==> config.mk <==
export PLATFORM = sky130hd
export DESIGN_NAME = fxdiv_unit
export DESIGN_NICKNAME = d
export VERILOG_FILES = /design/src/rtl/fxdiv_pkg.sv /design/src/rtl/fxdiv_digit.sv /design/src/rtl/fxdiv_ctrl.sv /design/src/rtl/fxdiv_unit.sv
export SDC_FILE = /design/constraint.sdc
export NUM_CORES = 1
export LEC_CHECK = 0
export ABC_CLOCK_PERIOD_IN_PS = 11000
export BUFFER_PORTS_ARGS = -buffer_cell sky130_fd_sc_hd__buf_4
export CAP_MARGIN = 20
export CORE_ASPECT_RATIO = 0.5
export CORE_MARGIN = 2
export CORE_UTILIZATION = 45
export CTS_CLUSTER_DIAMETER = 30
export CTS_CLUSTER_SIZE = 16
export DETAILED_ROUTE_END_ITERATION = 10
export PLACE_DENSITY = 0.69
export SLEW_MARGIN = 10
export SYNTH_ARGS = -nofsm -noshare
export SYNTH_HDL_FRONTEND = slang
export SYNTH_SLANG_ARGS = --single-unit
export TNS_END_PERCENT = 50
==> constraint.sdc <==
create_clock -name clk -period 11 [get_ports clk]
set_input_delay 0.55 -clock clk [delete_from_list [all_inputs] [get_ports clk]]
set_output_delay 0.55 -clock clk [all_outputs]
set_load 0.03 [all_outputs]
==> src/rtl/fxdiv_pkg.sv <==
`timescale 1ns/1ps
package fxdiv_pkg;
  // Shape of one radix step: digit width and the number of candidate multiples.
  function automatic int multiples_of(input int digit_w);
    return (1 << digit_w) - 1;
  endfunction

  // Number of digit steps needed to consume a numerator of num_w bits.
  function automatic int steps_for(input int num_w, input int digit_w);
    return (num_w + digit_w - 1) / digit_w;
  endfunction
endpackage

==> src/rtl/fxdiv_digit.sv <==
`timescale 1ns/1ps
// One restoring step of high radix: shifts DIGIT_W numerator bits into the
// partial remainder and picks the largest multiple of the divisor that fits.
module fxdiv_digit #(
  parameter int DATA_W  = 32,
  parameter int DIGIT_W = 3
) (
  input  logic [DATA_W-1:0]  part_in,
  input  logic [DIGIT_W-1:0] bits_in,
  input  logic [DATA_W-1:0]  divisor,
  output logic [DATA_W-1:0]  part_out,
  output logic [DIGIT_W-1:0] digit
);
  localparam int EXT_W = DATA_W + DIGIT_W;
  localparam int NMUL  = fxdiv_pkg::multiples_of(DIGIT_W);

  logic [EXT_W-1:0] wide;
  logic [EXT_W-1:0] mult [0:NMUL];
  logic [NMUL:1]    fits;

  assign wide    = {part_in, bits_in};
  assign mult[0] = '0;

  // Candidate multiples 1..NMUL of the divisor, compared in parallel.
  for (genvar k = 1; k <= NMUL; k++) begin : g_mult
    assign mult[k] = EXT_W'(divisor) * EXT_W'(k);
    assign fits[k] = (wide >= mult[k]);
  end

  // Multiples are increasing, so the last one that fits is the digit.
  always_comb begin
    digit = '0;
    for (int k = 1; k <= NMUL; k++) begin
      if (fits[k]) digit = DIGIT_W'(k);
    end
  end

  assign part_out = DATA_W'(wide - mult[digit]);
endmodule

==> src/rtl/fxdiv_ctrl.sv <==
`timescale 1ns/1ps
// Sequencer: accepts a request when idle, runs ITERS digit steps, and
// finishes on the LATENCY-th edge after acceptance.
module fxdiv_ctrl #(
  parameter int LATENCY = 18,
  parameter int ITERS   = 16
) (
  input  logic clk,
  input  logic rst_n,
  input  logic in_valid,
  output logic in_ready,
  output logic accept,
  output logic step,
  output logic finish
);
  localparam int CNT_W = $clog2(LATENCY);

  logic             busy;
  logic [CNT_W-1:0] cnt;

  assign in_ready = ~busy;
  assign accept   = in_valid & ~busy;
  assign step     = busy && (cnt < CNT_W'(ITERS));
  assign finish   = busy && (cnt == CNT_W'(LATENCY - 1));

  always_ff @(posedge clk or negedge rst_n) begin
    if (!rst_n) begin
      busy <= 1'b0;
      cnt  <= '0;
    end else if (accept) begin
      busy <= 1'b1;
      cnt  <= '0;
    end else if (finish) begin
      busy <= 1'b0;
    end else if (busy) begin
      cnt <= cnt + CNT_W'(1);
    end
  end

  // An accepted request makes the unit busy on the next cycle.
  assert_accept_busy_R6: assert property (@(posedge clk) disable iff (!rst_n)
    accept |=> !in_ready);

  // Finishing frees the unit for a new request in the next cycle.
  assert_finish_free_R7: assert property (@(posedge clk) disable iff (!rst_n)
    finish |=> in_ready);
endmodule

==> src/rtl/fxdiv_unit.sv <==
`timescale 1ns/1ps
// Sequential unsigned divider: integer or 16.16 fixed-point, fixed latency.
module fxdiv_unit #(
  parameter int DATA_W  = 32,
  parameter int FRAC_W  = 16,
  parameter int DIGIT_W = 3,
  parameter int LATENCY = 18
) (
  input  logic              clk,
  input  logic              rst_n,
  input  logic              in_valid,
  output logic              in_ready,
  input  logic [DATA_W-1:0] dividend,
  input  logic [DATA_W-1:0] divisor,
  input  logic              fixed_mode,
  output logic              res_valid,
  output logic              res_write,
  output logic [DATA_W-1:0] quotient,
  output logic [DATA_W-1:0] remainder
);
  localparam int NUM_W = DATA_W + FRAC_W;
  localparam int ITERS = fxdiv_pkg::steps_for(NUM_W, DIGIT_W);
  localparam int PAD_W = ITERS * DIGIT_W;
  localparam int LAT_W = $clog2(LATENCY + 1);

  logic               accept, step, finish;
  logic [PAD_W-1:0]   num_q;
  logic [DATA_W-1:0]  part_q, div_q, quo_acc;
  logic [DATA_W-1:0]  part_next;
  logic [DIGIT_W-1:0] digit;

  fxdiv_ctrl #(.LATENCY(LATENCY), .ITERS(ITERS)) u_ctrl (
    .clk      (clk),
    .rst_n    (rst_n),
    .in_valid (in_valid),
    .in_ready (in_ready),
    .accept   (accept),
    .step     (step),
    .finish   (finish)
  );

  fxdiv_digit #(.DATA_W(DATA_W), .DIGIT_W(DIGIT_W)) u_digit (
    .part_in  (part_q),
    .bits_in  (num_q[PAD_W-1 -: DIGIT_W]),
    .divisor  (div_q),
    .part_out (part_next),
    .digit    (digit)
  );

  // Operand capture and the digit iteration.
  always_ff @(posedge clk or negedge rst_n) begin
    if (!rst_n) begin
      num_q   <= '0;
      part_q  <= '0;
      div_q   <= '0;
      quo_acc <= '0;
    end else if (accept) begin
      num_q   <= fixed_mode ? PAD_W'({dividend, FRAC_W'(0)}) : PAD_W'(dividend);
      part_q  <= '0;
      div_q   <= divisor;
      quo_acc <= '0;
    end else if (step) begin
      num_q   <= num_q << DIGIT_W;
      part_q  <= part_next;
      quo_acc <= {quo_acc[DATA_W-DIGIT_W-1:0], digit};
    end
  end

  // Result registers: written only for a nonzero divisor.
  always_ff @(posedge clk or negedge rst_n) begin
    if (!rst_n) begin
      res_valid <= 1'b0;
      res_write <= 1'b0;
      quotient  <= '0;
      remainder <= '0;
    end else begin
      res_valid <= finish;
      res_write <= finish && (div_q != '0);
      if (finish && (div_q != '0)) begin
        quotient  <= quo_acc;
        remainder <= part_q;
      end
    end
  end

  // Edge counter from acceptance, used only by the latency property.
  logic [LAT_W-1:0] lat_cnt;
  always_ff @(posedge clk or negedge rst_n) begin
    if (!rst_n)                            lat_cnt <= LAT_W'(LATENCY);
    else if (accept)                       lat_cnt <= '0;
    else if (lat_cnt != LAT_W'(LATENCY))   lat_cnt <= lat_cnt + LAT_W'(1);
  end

  assert_part_bound_R1: assert property (@(posedge clk) disable iff (!rst_n)
    (div_q != '0) |-> (part_q < div_q));

  assert_rem_bound_R2: assert property (@(posedge clk) disable iff (!rst_n)
    res_write |-> (remainder < div_q));

  assert_zero_hold_R3: assert property (@(posedge clk) disable iff (!rst_n)
    (res_valid && !res_write) |-> ($stable(quotient) && $stable(remainder)));

  assert_latency_R4: assert property (@(posedge clk) disable iff (!rst_n)
    res_valid |-> ($past(lat_cnt) == LAT_W'(LATENCY - 1)));

  assert_single_pulse_R5: assert property (@(posedge clk) disable iff (!rst_n)
    res_valid |=> !res_valid);

  assert_busy_ignore_R6: assert property (@(posedge clk) disable iff (!rst_n)
    (in_valid && !in_ready) |=> $stable(div_q));
endmodule

==> metrics <==
drt drc=0; top cells by count, synth=396 x ha_1, 230 x nand2_1, 216 x dfrtp_1; Slowest Stage Delay on Critical Path=0.59 ns; Ports=135; Area Growth Syn to Fin=15.48%; worst hold slack=0.1771 ns; Core ar.=0.04857 mm^2; clk buf depth=3; die height=160.8 um; crit start category=flop; aggregate global-route resource usage=0.2917; initial antenna violation count=2; worst setup path category=reg -> reg; root cell of the clock tree=clkbuf_16; sequential element share of the synthesized area=0.2441; Final Hold Fails=0; hold path depth=3; setup violators final=0; #FFs+latches synth=216; async set-reset flop share out of synthesis=1.000; clk_lat worst skew=0.57 ns; GR Layer Usage met3=0.08852; EDFF count, synth=0; Reg clk slew, reported paths=0.05 ns; Placer Congestion=1.004; final cell count without fillers=3314; aggregate global routing overflow=0; CTS tree=built; Worst setup EP type=flop; busiest layer in global routing=met1; Syn Area/Cell=8.902 um^2; HPWL after detailed placement=57710 um; vias per cell=6.174; Slew Viols, Final=0; nets@finish=3128; Main synth FF type=dfrtp_1; ANT nets after route=0; r2r endpoint=part_q[28]$_DFFE_PN0P_; Syn Inst Count=2487; Rows=57; H-tree depth=2; Iter 0 DRT Violations=1971; TritonRoute pass-1 iters=5; CP max-delay cell=dfrtp_1; Cell Area, Synth=0.02214 mm^2; setup TNS=0 ns; status=completed; origin of the worst setup path=div_q[2]$_DFFE_PN0P_; R2R Setup Slk=0.90 ns; Setup Buffers After CTS=0; crit path DAT=10.54 ns; wire per inst=22.72 um; Hold Startpoint=divisor[8]; hold crit path type=in -> reg; IO buf count=134; RSZ-0062 raised after global routing=no; max-cap violation count=0; WHS Endpoint=div_q[8]$_DFFE_PN0P_; worst-case reg-to-reg path depth=39; vias in the first global route=19430; area leader, netlist=dfrtp_1; die width=317.7 um; R2R Path Start=div_q[2]$_DFFE_PN0P_; TritonCTS buffer count=43; synth unique cells=87; Post-Syn Nets=2986; largest net degree at the start of global routing=82; initial core utilization=0.4559; vias post-DR=20460; Worst Path Max Fanout=66; Inst Count DP=3230; post-synth top area share=0.2441; Worst Skew=0.04064 ns; top cells by area, synth=dfrtp_1 24%, ha_1 22%, a21oi_1 4.5%, o21ai_0 4.2%, nand2_1 3.9%; CP required=11.44 ns; GR Layer Usage met1=0.4353; Ys Warns=0; Final period util=0.9178; global-route wire length before repair=115900 um; Die ar.=0.05110 mm^2; most used cell along the critical path=a21oi_1; Final min period=10.10 ns; M2 GR Usage=0.4078; layout cells sized above 1=0.1277; TritonCTS Sinks=216; actual slew at the worst max-slew pin=1.099 ns; fmax=0.09905 GHz; top-count cell post-synth=ha_1; Slew HR=0.2621; wirelength, routed=75300 um
## logic make-up after synthesis
family	Yosys count	share of synthesized area
AND/OR/NAND/NOR	640	0.1360
adder cells (fa/ha/maj)	432	0.2559
buffers and inverters	190	0.03413
AO/OA/AOI/OAI	807	0.2405
XOR/XNOR	110	0.04352
flip-flops	216	0.2441
multiplexers	92	0.04589
## layout by cell type, fill, tap and decap left out, types with 21 or more instances in the layout
master / instances
dfrtp_1: 216
nand2b_1: 28
o21ai_0: 185
mux2_2: 65
o211ai_1: 26
a221o_1: 21
fa_1: 35
a22o_1: 33
a22oi_1: 42
o21a_1: 25
clkbuf_16: 43
buf_4: 164
inv_1: 113
nor3_1: 35
mux2i_1: 25
nand2_1: 230
nand4_1: 35
xnor2_1: 51
a21oi_1: 199
ha_1: 396
xor2_1: 59
nor2_1: 148
nand3_1: 58
a21o_1: 106
## stage by stage
stage | instance area (um^2) | utilization | setup WS, ns
after detailed placement | 24000 | 0.4942 | 0.9768
final | 25570 | 0.5264 | 0.9044
after global routing | 25560 | 0.5263 | 0.07857
after floorplan | 22140 | - | 1.792
after global placement | 23970 | 0.4935 | 1.095
after CTS | 25520 | 0.5255 | 0.9252
## what timing repair did
item | CTS | global route
setup endpoints to repair | 0 | 1
hold endpoints to repair | 63 | 0
gates resized for setup | 0 | 1
hold buffers | 1 | 0
## per-layer routing
metal,up-vias,share of wire,routed length (um)
li1,9577,-,-
met1,9858,0.47,35190
met2,899,0.39,29600
met3,124,0.12,8846
met4,4,0.022,1639
met5,-,0.00036,27
## final cells by class
type,count,area (um^2)
diodes,2,5.005
clock buffers,46,1087
clock inverters,33,422.9
fillers,4409,23000
inverters,114,427.9
multi-input cells,2081,16020
flip-flops and latches,216,5405
well taps,649,812.0
repair buffers,173,1390
## worst max path at each step
stage / end / slack, ns
after global routing: part_q[28]$_DFFE_PN0P_ / 0.08
after detailed placement: part_q[31]$_DFFE_PN0P_ / 0.98
after global placement: part_q[31]$_DFFE_PN0P_ / 1.10
after CTS: part_q[31]$_DFFE_PN0P_ / 0.93
after floorplan: part_q[28]$_DFFE_PN0P_ / 1.79
final: part_q[28]$_DFFE_PN0P_ / 0.90
## critical path: cells and delay by family, from the launching register on
kind,cells,cell delay (ns)
compound gates,26,5.74
fa+ha+maj,5,1.95
xor+xnor,1,0.15
simple gates,6,1.19
buf+inv,1,0.31
flops,1,0.59
## state kept, by name, indices dropped and copies added, names as in the netlist
| name | count |
|---|---|
| part_q | 32 |
| res_write | 1 |
| quotient | 32 |
| u_ctrl.cnt | 5 |
| res_valid | 1 |
| remainder | 32 |
| div_q | 32 |
| u_ctrl.busy | 1 |
| num_q | 48 |
| quo_acc | 32 |
Power is left out: the tool's default activity adds up to more than one toggle a clock period on the data nets, which glitch-free logic cannot reach.
